[config.mk]
export PLATFORM = sky130hd
export DESIGN_NAME = fsync_ctrl
export DESIGN_NICKNAME = d
export VERILOG_FILES = /design/src/rtl/fsync_pkg.sv /design/src/rtl/fsync_regs.sv /design/src/rtl/fsync_sync.sv /design/src/rtl/fsync_arm.sv /design/src/rtl/fsync_ctrl.sv
export SDC_FILE = /design/constraint.sdc
export NUM_CORES = 1
export LEC_CHECK = 0
export ABC_CLOCK_PERIOD_IN_PS = 1450
export BUFFER_PORTS_ARGS = -buffer_cell sky130_fd_sc_hd__buf_4
export CAP_MARGIN = 20
export CORE_MARGIN = 10
export CORE_UTILIZATION = 45
export CTS_BUF_LIST = sky130_fd_sc_hd__clkbuf_4
export DETAILED_ROUTE_END_ITERATION = 10
export PLACE_DENSITY = 0.78
export SLEW_MARGIN = 20
export SYNTH_ARGS = -nofsm -noshare
export SYNTH_HDL_FRONTEND = slang
export SYNTH_SLANG_ARGS = --single-unit
[constraint.sdc]
create_clock -name clk -period 1.45 [get_ports clk]
set_clock_uncertainty 0.1 [all_clocks]
set_input_delay 0.29 -clock clk [delete_from_list [all_inputs] [get_ports clk]]
set_output_delay 0.29 -clock clk [all_outputs]
set_load 0.05 [all_outputs]
[src/rtl/fsync_pkg.sv]
package fsync_pkg;
    localparam int unsigned ADDR_ENABLE = 0;
    localparam int unsigned ADDR_CTRL   = 1;
    localparam int unsigned BIT_VALID   = 0;
    localparam int unsigned BIT_ONESHOT = 1;
    localparam int unsigned BIT_ARMSEL  = 2;
    localparam int unsigned BIT_SWARM   = 3;
    localparam int unsigned CTRL_BITS   = 4;

    typedef struct packed {
        logic enable;
        logic validate;
        logic oneshot;
        logic arm_sel;
        logic sw_arm;
    } ctrl_t;

    localparam ctrl_t CTRL_RESET = '{default: 1'b0};
endpackage

[src/rtl/fsync_regs.sv]
module fsync_regs
    import fsync_pkg::*;
#(
    parameter int unsigned ADDR_W = 1,
    parameter int unsigned DATA_W = 4
) (
    input  logic              clk,
    input  logic              rst_n,
    input  logic              wr_en,
    input  logic [ADDR_W-1:0] wr_addr,
    input  logic [DATA_W-1:0] wr_data,
    input  logic              io_update,
    output ctrl_t             act,
    output logic              sw_set
);
    typedef struct packed {
        ctrl_t shadow;
        ctrl_t active;
        logic  sw_set;
    } reg_state_t;

    reg_state_t s_d, s_q;
    logic eff_new, eff_old;

    always_comb begin
        s_d        = s_q;
        s_d.sw_set = 1'b0;
        if (wr_en) begin
            if (wr_addr == ADDR_W'(ADDR_ENABLE)) begin
                s_d.shadow.enable = wr_data[0];
            end else if (wr_addr == ADDR_W'(ADDR_CTRL)) begin
                s_d.shadow.validate = wr_data[BIT_VALID];
                s_d.shadow.oneshot  = wr_data[BIT_ONESHOT];
                s_d.shadow.arm_sel  = wr_data[BIT_ARMSEL];
                s_d.shadow.sw_arm   = wr_data[BIT_SWARM];
            end
        end
        eff_new = s_q.shadow.sw_arm & s_q.shadow.arm_sel;
        eff_old = s_q.active.sw_arm & s_q.active.arm_sel;
        if (io_update) begin
            s_d.active = s_q.shadow;
            s_d.sw_set = eff_new & ~eff_old;
        end
    end

    always_ff @(posedge clk or negedge rst_n) begin
        if (!rst_n) begin
            s_q <= '{shadow: CTRL_RESET, active: CTRL_RESET, sw_set: 1'b0};
        end else begin
            s_q <= s_d;
        end
    end

    assign act    = s_q.active;
    assign sw_set = s_q.sw_set;
endmodule

[src/rtl/fsync_sync.sv]
module fsync_sync #(
    parameter int unsigned W      = 3,
    parameter int unsigned STAGES = 2
) (
    input  logic         clk,
    input  logic         rst_n,
    input  logic [W-1:0] din,
    output logic [W-1:0] rise,
    output logic [W-1:0] fall
);
    localparam int unsigned DEPTH = STAGES + 1;

    for (genvar i = 0; i < W; i++) begin : g_line
        logic [DEPTH-1:0] pipe_d, pipe_q;

        always_comb begin
            pipe_d = {pipe_q[DEPTH-2:0], din[i]};
        end

        always_ff @(posedge clk or negedge rst_n) begin
            if (!rst_n) begin
                pipe_q <= '0;
            end else begin
                pipe_q <= pipe_d;
            end
        end

        assign rise[i] = pipe_q[STAGES-1] & ~pipe_q[STAGES];
        assign fall[i] = ~pipe_q[STAGES-1] & pipe_q[STAGES];
    end
endmodule

[src/rtl/fsync_arm.sv]
module fsync_arm (
    input  logic clk,
    input  logic rst_n,
    input  logic en,
    input  logic oneshot,
    input  logic arm_req,
    input  logic trig,
    output logic evt,
    output logic armed
);
    typedef struct packed {
        logic armed;
        logic evt;
    } arm_state_t;

    arm_state_t s_d, s_q;
    logic consume;

    always_comb begin
        s_d     = s_q;
        consume = trig & oneshot & s_q.armed;
        s_d.evt = en & trig & (~oneshot | s_q.armed);
        if (!en) begin
            s_d.armed = 1'b0;
        end else if (arm_req) begin
            s_d.armed = 1'b1;
        end else if (consume) begin
            s_d.armed = 1'b0;
        end
    end

    always_ff @(posedge clk or negedge rst_n) begin
        if (!rst_n) begin
            s_q <= '0;
        end else begin
            s_q <= s_d;
        end
    end

    assign evt   = s_q.evt;
    assign armed = s_q.armed;
endmodule

[src/rtl/fsync_ctrl.sv]
module fsync_ctrl
    import fsync_pkg::*;
#(
    parameter int unsigned ADDR_W      = 1,
    parameter int unsigned DATA_W      = CTRL_BITS,
    parameter int unsigned SYNC_STAGES = 2
) (
    input  logic              clk,
    input  logic              rst_n,
    input  logic              wr_en,
    input  logic [ADDR_W-1:0] wr_addr,
    input  logic [DATA_W-1:0] wr_data,
    input  logic              io_update,
    input  logic              sync_pin,
    input  logic              pulse_b,
    input  logic              pulse_d,
    input  logic              pair_sel,
    input  logic [3:0]        ref_vld,
    output logic              fsync_evt,
    output logic              armed,
    output logic              ref_ok
);
    localparam int unsigned NLINES = 3;
    localparam int unsigned L_PIN  = 0;
    localparam int unsigned L_B    = 1;
    localparam int unsigned L_D    = 2;

    ctrl_t              act;
    logic               sw_set;
    logic [NLINES-1:0]  rise, fall;
    logic               trig, arm_req;
    logic               en_act, os_act, val_act;
    logic               ref_raw, pulse_vld;

    fsync_regs #(.ADDR_W(ADDR_W), .DATA_W(DATA_W)) u_regs (
        .clk       (clk),
        .rst_n     (rst_n),
        .wr_en     (wr_en),
        .wr_addr   (wr_addr),
        .wr_data   (wr_data),
        .io_update (io_update),
        .act       (act),
        .sw_set    (sw_set)
    );

    fsync_sync #(.W(NLINES), .STAGES(SYNC_STAGES)) u_sync (
        .clk   (clk),
        .rst_n (rst_n),
        .din   ({pulse_d, pulse_b, sync_pin}),
        .rise  (rise),
        .fall  (fall)
    );

    always_comb begin
        en_act    = act.enable;
        os_act    = act.oneshot;
        val_act   = act.validate;
        trig      = pair_sel ? rise[L_D] : rise[L_B];
        arm_req   = act.arm_sel ? sw_set : fall[L_PIN];
        ref_raw   = pair_sel ? ref_vld[2] : ref_vld[0];
        pulse_vld = pair_sel ? ref_vld[3] : ref_vld[1];
        ref_ok    = ref_raw & (~val_act | pulse_vld);
    end

    fsync_arm u_arm (
        .clk     (clk),
        .rst_n   (rst_n),
        .en      (en_act),
        .oneshot (os_act),
        .arm_req (arm_req),
        .trig    (trig),
        .evt     (fsync_evt),
        .armed   (armed)
    );

    logic unused_ok;
    assign unused_ok = &{1'b0, rise[L_PIN], fall[L_B], fall[L_D]};
endmodule

==> results of run 1 <==
## stage by stage
stage          hold slack, ns  setup slack (ns)  area [sq um]  instances
2_1_floorplan          -0.106             0.118           777         54
3_3_place_gp           0.0831             0.209           935         88
3_5_place_dp           0.0858             0.204           935         88
4_1_cts                 0.112           -0.0670          1020         97
5_1_grt                 0.115            -0.137          1020         97
6_report                0.116           -0.0501          1020         97
## worst reg2reg max path: cells and delay by family (launching register included)
kind	cells	cell delay [ns]
AOI/OAI and AO/OA	2	0.44
DFF	1	0.39
and+or+nand+nor	1	0.18
## report_power, final
| part | internal, mW | total (mW) | switching [mW] | leakage, nW |
|---|---|---|---|---|
| Clock | 0.100 | 0.259 | 0.159 | 0.0154 |
| Combinational | 0.106 | 0.204 | 0.0983 | 0.203 |
| Sequential | 0.680 | 0.716 | 0.0361 | 0.264 |
## metal layers
layer	track usage	wire [um]	part of all wire
met4	0.0669	60	0.044
met1	0.0780	511	0.37
met2	0.141	704	0.51
met5	0	0	0
met3	0.0288	94	0.069
## final timing paths
check	start	end	slack, ns
worst max-delay path	u_regs.act[3]	ref_ok	-0.05
worst min-delay path	wr_data[1]	u_regs.s_q[8]	0.12
worst max register to register	u_sync.g_line[1].pipe_q[2]	u_arm.armed	0.23
worst min register to register	u_sync.g_line[2].pipe_q[0]	u_sync.g_line[2].pipe_q[1]	0.26
max in group asynchronous	rst_n	u_arm.armed	0.71
min in group asynchronous	rst_n	u_regs.s_q[8]	0.33
## sequential cells by signal, indices dropped and copies added, names as in the netlist
| signal | flops |
|---|---|
| u_regs.sw_set | 1 |
| u_arm.evt | 1 |
| u_arm.armed | 1 |
| u_regs.s_q | 5 |
| u_sync.g_line.pipe_q | 9 |
| u_regs.act | 5 |
## synth_stat cells, types with 3 or more instances
cell	n	area, sq um
sky130_fd_sc_hd__dfrtp_1	22	551
sky130_fd_sc_hd__mux2_2	8	90.1
sky130_fd_sc_hd__nand2_1	5	18.8
sky130_fd_sc_hd__o21ai_0	5	25.0
sky130_fd_sc_hd__inv_1	3	11.3
## layout by cell type (no fill, tap or decap)
cell type	count
sky130_fd_sc_hd__nand2_1	5
sky130_fd_sc_hd__a31oi_1	1
sky130_fd_sc_hd__nor3b_1	1
sky130_fd_sc_hd__nor2b_1	1
sky130_fd_sc_hd__nor2_1	1
sky130_fd_sc_hd__nor3b_2	1
sky130_fd_sc_hd__inv_2	1
sky130_fd_sc_hd__nand3_1	1
sky130_fd_sc_hd__dfrtp_1	22
sky130_fd_sc_hd__o21ai_2	2
sky130_fd_sc_hd__o311a_1	1
sky130_fd_sc_hd__mux2_2	8
sky130_fd_sc_hd__buf_6	1
sky130_fd_sc_hd__or3b_1	1
sky130_fd_sc_hd__a21oi_1	1
sky130_fd_sc_hd__o21ai_0	3
sky130_fd_sc_hd__o211ai_1	1
sky130_fd_sc_hd__clkbuf_4	3
sky130_fd_sc_hd__dlygate4sd3_1	4
sky130_fd_sc_hd__buf_4	19
sky130_fd_sc_hd__inv_1	2
sky130_fd_sc_hd__clkinv_1	1
## area by class of cell
type                            instances  area share
Inverter                                3      0.0111
Timing Repair Buffer                   24       0.191
Clock inverter                          1     0.00369
Sequential cell                        22       0.542
Clock buffer                            3      0.0222
Tap cell                               16      0.0197
Multi-Input combinational cell         28       0.211
## timing repair
action,in CTS,in global routing
pin swaps,1,1
hold buffers,4,0
setup buffers,1,0
gates resized for setup,4,0
hold endpoints to repair,25,0
endpoints found under the setup margin,1,1
## cells by family after synthesis
logic type	count (synthesis)
AOI/OAI and AO/OA	9
buffers and inverters	4
and+or+nand+nor	11
DFF	22
muxes	8
==> impl_metrics.toml, run 1 <==
[cells_and_area]
final_util = 0.652
multiInputGateArea_sq_um = 214
area_delta_synth_final_pct = 31.4
numnets_final = 99
regArea_sq_um = 551
fillers = 124
antenna-diode-count = 0
drive_gt1_frac = 0.432

[critical_path]
crit_arrival_ns = 1.11
crit_path_start_kind = "flop"
crit_path_end_kind = "output pin"
maximum_fanout_count_along_the_critical_path = 3
wp_depth = 4
cpMaxStageDelayCell = "sky130_fd_sc_hd__dfrtp_1"
required_time_worst_endpoint_ns = 1.06
cpLargestDelayFamily = "flip-flops"
reg2reg_depth = 3
max_stage_delay_ns = 0.35
cp_cell_sequence = "inv_2 -> o211ai_1 -> o21ai_2 -> buf_6"
path_class = "reg2out"
path_buf_inv = 2

[synthesis]
largest_family_of_logic_cells_by_synthesized_area = "multiplexers"
synthesized_netlist_net_count = 71
synthesized_instance_count = 54
post_synth_and_or_nand_nor_area_fraction = 0.0809
syn_area_sq_um = 773
distinct_cells_synth = 16
synthesized_area_fraction_occupied_by_ao_oa_aoi_and_oai_cells = 0.0696
synth_area_in_xor_xnor = 0
muxShareOfSynthArea = 0.117
yosys.area_share.adder = 0
synth_edf_count = 0
synth_seq_cells = 22
asyncSetResetFlopFracSynth = 1.00
ys.warnings.count = 0
synth_ff_type = "sky130_fd_sc_hd__dfrtp_1"
ys_seq_area_frac = 0.712
syn_area_per_cell_sq_um = 14.3

[timing]
layout_setup_ws_ns = -0.0501
final-hold-violation-count = 0
final.period_utilization = 1.03
rsz_0062_raised_after_global_routing = "yes"
worst_slew_pin_slew_ns = 0.255
setup_viol_count_final = 1
worst_slew_margin_rel = 0.830
totalNegativeSetupSlack_ns = -0.0501
layout_min_cycle_time_ns = 1.50
slew_viol_final = 0
max_freq_mhz = 667

[route]
post_drt_via_cell_ratio = 5.22
wire_per_inst_um = 14.1
antenna_left = 0
dr_total_vias = 506
remaining_drc_errors = 0
final_wl_mm = 1.37
detail_route.iter0.violations = 5
first_pass_iteration_count_of_the_detailed_router = 3

[die]
placeableCoreArea_sq_um = 1560
io_pins = 20
die_area_sq_um = 3780
row_count = 14
floorplan_die_height_um = 61.5
die_span_x_um = 61.5
floorplan.initialDensity = 0.496

[power_and_ir_drop]
p_leak_nw = 0.482
totalPowerFinal_mw = 1.18
total_power_per_unit_cell_area_nw_per_um2 = 1160
irDropWorstVdd_uv = 765

[global_routing]
number_of_global_route_vias_before_repair = 584
gr-usage-all-layers = 0.0820
globalRoute.totalOverflow = 0
grt_max_degree = 23
grt_pass1_wl_mm = 2.30
antenna_found_initial = 0

[worst_hold_path]
min_path_type = "in2reg"
hold_path_depth = 2

[run_status]
run_status = "complete, but fails checks"
failed_checks = "setup timing"

[clocking]
clock_tree.root_cell = "sky130_fd_sc_hd__clkbuf_4"
cts.clk_slew.worst_paths_ns = 0.11
clk-insertion-delay-late_ns = 0.29
clock-sinks = 22
numCtsBuffers = 3
cts-htree-levels = 1
cts_max_path_buffers = 2
tritoncts_clock_tree = "built"

[placement]
place_congestion = 0.730
dp.final_hpwl_mm = 1.06
buffer_ports.inserted = 19

[job]
timing.max_cap.violations = 0
No activity file was read; power rests on OpenSTA's default activity.
==> run 2: changes to the inputs <==
CORE_MARGIN = 1.5   (was 10)
==> run 2 against run 1 <==
  * Largest cell class unchanged
  * Final cell count down 1.0%
  * Clock power up 3%
  * Non-clock buffer count unchanged
  * First-iteration DRC count increased by 100%
  * Highest routed layer unchanged
  * Maximum frequency fell by 0.74%
  * Register-to-register slack improved by 0.02 ns
  * Via count decreased by 0.40%
  * Routed wire length down 11%
  * Utilization shrank 0.24 points
  * Global-route usage rose by 8.3 points
  * Flip-flop and latch count stayed put
  * The flow still finishes with violations (setup timing)
  * Sequential power hardly changed
==> impl_metrics.toml, run 2 (synthesis results as in run 1) <==
[run_status]
run_status = "complete, but fails checks"
failed_checks = "setup timing"

[clocking]
tritoncts_clock_tree = "built"
clk-insertion-delay-late_ns = 0.30
numCtsBuffers = 3
clock-sinks = 22
clock_tree.root_cell = "sky130_fd_sc_hd__clkbuf_4"
cts.clk_slew.worst_paths_ns = 0.11
cts_max_path_buffers = 2
cts-htree-levels = 1

[critical_path]
cpLargestDelayFamily = "flip-flops"
maximum_fanout_count_along_the_critical_path = 3
required_time_worst_endpoint_ns = 1.06
crit_path_end_kind = "output pin"
crit_path_frequent_cell = "sky130_fd_sc_hd__o21ai_2"
crit_arrival_ns = 1.12
cpMaxStageDelayCell = "sky130_fd_sc_hd__dfrtp_1"
path_buf_inv = 2
cp_cell_sequence = "inv_2 -> o21ai_2 -> o21ai_2 -> buf_6"
path_class = "reg2out"
crit_path_start_kind = "flop"
max_stage_delay_ns = 0.39

[power_and_ir_drop]
power.share.clock = 0.225
total_switching_power_uw = 304
irDropWorstVdd_uv = 795
power.share.combinational = 0.170
p_leak_nw = 0.481
cellInternalPower_uw = 883
totalPowerFinal_mw = 1.19
total_power_per_unit_cell_area_nw_per_um2 = 1170
power.share.switching = 0.256
share_seq_of_total_power = 0.604

[cells_and_area]
top_library_cells_by_usage_in_the_layout_fill_and_taps_aside = "22 x sky130_fd_sc_hd__dfrtp_1, 19 x sky130_fd_sc_hd__buf_4, 8 x sky130_fd_sc_hd__mux2_2"
final_util = 0.649
top_register = "u_sync.g_line.pipe_q"
fillers = 123
antenna-diode-count = 0
area_delta_synth_final_pct = 30.9
layout.cells.most_common = "sky130_fd_sc_hd__dfrtp_1"
numnets_final = 99
drive_gt1_frac = 0.438
max_ffs_per_register = 9
layoutNonFillerInstCount = 96

[route]
first_pass_iteration_count_of_the_detailed_router = 5
detail_route.iter0.violations = 10
antenna_left = 0
final_wl_mm = 1.22
dr_total_vias = 504
wire_per_inst_um = 12.7
post_drt_via_cell_ratio = 5.25
remaining_drc_errors = 0

[timing]
slew_viol_final = 0
layout_setup_ws_ns = -0.0612
worst_slew_pin_slew_ns = 0.263
setup_viol_count_final = 1
worst_slew_margin_rel = 0.825
max_freq_mhz = 662
final-hold-violation-count = 0
final.period_utilization = 1.04
rsz_0062_raised_after_global_routing = "yes"
layout_min_cycle_time_ns = 1.51

[die]
io_pins = 20
row_count = 14
floorplan.initialDensity = 0.496
die_area_sq_um = 1980
die_span_x_um = 44.5
placeableCoreArea_sq_um = 1560
floorplan_die_height_um = 44.5

[placement]
numPlacedInstances = 88
place_congestion = 0.703
buffer_ports.inserted = 19
dp.final_hpwl_um = 843

[global_routing]
gr-usage-all-layers = 0.165
antenna_found_initial = 0
grt_max_degree = 23
number_of_global_route_vias_before_repair = 525
globalRoute.totalOverflow = 0
grt_pass1_wl_mm = 2.17

[worst_hold_path]
min_path_type = "in2reg"

[job]
timing.max_cap.violations = 0
[run 2: through the flow]
step	instance area, sq um	setup WS, ns	hold WS, ns	TNS [ns]
final	1010	-0.0612	0.105	-0.0612
after CTS	1010	-0.0666	0.102	-0.0666
after global routing	1010	-0.179	0.107	-0.179
after global placement	935	0.213	0.0839	0
after detailed placement	935	0.207	0.0847	0
after floorplan	777	0.118	-0.106	0
[run 2: final timing paths]
kind,from,end,slack (ns),cells past startpoint
max,u_regs.act[3],ref_ok,-0.06,4
min reg2reg,u_sync.g_line[1].pipe_q[0],u_sync.g_line[1].pipe_q[1],0.26,0
min in group asynchronous,rst_n,u_regs.act[4],0.36,2
min,wr_data[3],u_regs.s_q[6],0.11,2
max reg2reg,u_sync.g_line[0].pipe_q[2],u_arm.armed,0.25,3
max in group asynchronous,rst_n,u_arm.evt,0.68,2
[run 2: power groups by stage]
| stage | clock [mW] | combinational (mW) | sequential, mW |
|---|---|---|---|
| global placement | 0 | 0.178 | 0.726 |
| finish | 0.268 | 0.202 | 0.717 |
| floorplan | 0 | 0.0889 | 0.741 |
| CTS | 0.272 | 0.204 | 0.717 |
| global route | 0.294 | 0.222 | 0.727 |
| detailed placement | 0 | 0.184 | 0.729 |
[run 2: final cells by class]
class	count	area (sq um)	share of cell area
inverters	3	11.3	0.0111
clock buffers	3	22.5	0.0222
multi-input cells	28	214	0.211
well taps	16	20.0	0.0198
repair buffers	24	194	0.192
flip-flops and latches	22	551	0.544
[run 2: worst register-to-register path: stages (launching register included)]
cell and delay (ns):
sky130_fd_sc_hd__dfrtp_1 0.37, sky130_fd_sc_hd__nor3b_1 0.14, sky130_fd_sc_hd__or3b_1 0.35, sky130_fd_sc_hd__o311a_1 0.13
[run 2: per-layer routing]
metal	routed length (um)	GRT usage	vias up
li1	-	-	238
met1	500	0.192	245
met2	607	0.256	16
met3	60	0.0367	5
met4	55	0.145	0
met5	0	0	-
[run 2: timing repair]
item | CTS | global route
pin swaps | 1 | 0
gates resized for setup | 4 | 0
buffers inserted | 1 | 0
hold endpoints to repair | 25 | 0
setup endpoints to repair | 1 | 1
hold buffers | 4 | 0
==> run 3: changes to the inputs <==
CORE_UTILIZATION = 50   (was 45)
PLACE_DENSITY = 0.84   (was 0.78)
==> run 3 against run 2 <==
  * The run still ends with setup timing left
  * Final cell count unchanged
  * Cell area unchanged
  * Register-to-register slack about the same
  * Hold slack better by 0.026 ns
  * Sequential power about the same
  * Worst setup slack better by 0.013 ns
  * Via count down 1.2%
  * First-iteration DRC count down 70%
  * Global-route usage down 2.0 points
  * Die area down 9.3%
  * Critical endpoint unchanged
  * Largest cell class unchanged
  * Highest routed layer unchanged
==> impl_metrics.toml, run 3 (synthesis results as in run 1) <==
[run_status]
run_status = "complete, but fails checks"
failed_checks = "setup timing"

[route]
wire_per_inst_um = 11.4
post_drt_via_cell_ratio = 5.19
remaining_drc_errors = 0
final_wl_mm = 1.10
antenna_left = 0
detail_route.iter0.violations = 3
dr_total_vias = 498
first_pass_iteration_count_of_the_detailed_router = 2

[clocking]
clock-sinks = 22
clk-insertion-delay-late_ns = 0.28
cts.clk_slew.worst_paths_ns = 0.10
numCtsBuffers = 3
cts_max_path_buffers = 2
tritoncts_clock_tree = "built"
cts-htree-levels = 1
clock_tree.root_cell = "sky130_fd_sc_hd__clkbuf_4"

[cells_and_area]
drive_gt1_frac = 0.438
regArea_sq_um = 551
antenna-diode-count = 0
fillers = 111
top_library_cells_by_usage_in_the_layout_fill_and_taps_aside = "22 x sky130_fd_sc_hd__dfrtp_1, 19 x sky130_fd_sc_hd__buf_4, 8 x sky130_fd_sc_hd__mux2_2"
max_ffs_per_register = 9
multiInputGateArea_sq_um = 214
final_util = 0.688
top_register = "u_sync.g_line.pipe_q"
finalInstanceArea_sq_um = 1010
area_delta_synth_final_pct = 30.9
layoutNonFillerInstCount = 96
layout.cells.most_common = "sky130_fd_sc_hd__dfrtp_1"
numnets_final = 99

[timing]
layout_setup_ws_ns = -0.0479
slew_viol_final = 0
totalNegativeSetupSlack_ns = -0.0479
worst_slew_pin_slew_ns = 0.260
max_freq_mhz = 668
worst_slew_margin_rel = 0.826
rsz_0062_raised_after_global_routing = "yes"
final.period_utilization = 1.03
layout_min_cycle_time_ns = 1.50
setup_viol_count_final = 1
worst_hold_slack_ns = 0.131
final-hold-violation-count = 0

[critical_path]
path_buf_inv = 2
cpLargestDelayFamily = "flip-flops"
path_class = "reg2out"
crit_path_start_kind = "flop"
cpMaxStageDelayCell = "sky130_fd_sc_hd__dfrtp_1"
crit_path_end_kind = "output pin"
maximum_fanout_count_along_the_critical_path = 3
crit_arrival_ns = 1.11
crit_path_frequent_cell = "sky130_fd_sc_hd__o21ai_2"
max_stage_delay_ns = 0.39
cp_cell_sequence = "inv_2 -> o21ai_2 -> o21ai_2 -> buf_6"
required_time_worst_endpoint_ns = 1.06

[global_routing]
gr-usage-all-layers = 0.145
grt_max_degree = 23
grt_pass1_wl_mm = 1.86
antenna_found_initial = 0
globalRoute.totalOverflow = 0
number_of_global_route_vias_before_repair = 472

[placement]
place_congestion = 0.659
dp.final_hpwl_um = 820
post_dp_cell_area_sq_um = 935
buffer_ports.inserted = 19
numPlacedInstances = 88
preCtsSetupSlack_ns = 0.203

[die]
die_area_sq_um = 1790
floorplan_die_height_um = 42.3
placeableCoreArea_sq_um = 1470
row_count = 14
io_pins = 20
die_span_x_um = 42.3
floorplan.initialDensity = 0.526

[power_and_ir_drop]
irDropWorstVdd_uv = 778
total_power_per_unit_cell_area_nw_per_um2 = 1150
totalPowerFinal_mw = 1.16
p_leak_nw = 0.481

[worst_hold_path]
min_path_type = "in2reg"

[job]
timing.max_cap.violations = 0
## run 3: layout make-up
cell class,count,share of cell area
clock buffer,3,0.0222
inverter,3,0.0111
multi-input combinational,28,0.211
sequential,22,0.544
tap,16,0.0198
timing repair buffer,24,0.192
## run 3: repair_timing
action                                  CTS  global route
endpoints found under the setup margin    1             1
pin swaps                                 1             0
setup buffers                             1             0
cloned                                    0             0
resized for setup                         4             0
endpoints found under the hold margin    25             0
hold buffers                              4             0
## run 3: power breakdown
part | total [mW] | internal [mW] | switching [mW]
registers | 0.717 | 0.680 | 0.0369
logic | 0.202 | 0.106 | 0.0958
clock network | 0.245 | 0.0963 | 0.149
total | 1.16 | 0.882 | 0.281
## run 3: per-layer routing
metal	track usage	wire length, um	up-vias
li1	-	-	237
met5	0	0	-
met4	0.0938	19	0
met1	0.179	468	247
met2	0.225	560	12
met3	0.0388	51	2
## run 3: final timing paths
path | from | to | slack (ns) | cells past startpoint
worst min-delay path | wr_data[2] | u_regs.s_q[7] | 0.13 | 2
worst max register to register | u_sync.g_line[0].pipe_q[2] | u_arm.armed | 0.26 | 3
worst min register to register | u_sync.g_line[1].pipe_q[0] | u_sync.g_line[1].pipe_q[1] | 0.26 | 0
worst max-delay path | u_regs.act[3] | ref_ok | -0.05 | 4
min in group asynchronous | rst_n | u_sync.g_line[0].pipe_q[1] | 0.31 | 2
max in group asynchronous | rst_n | u_regs.act[0] | 0.73 | 2
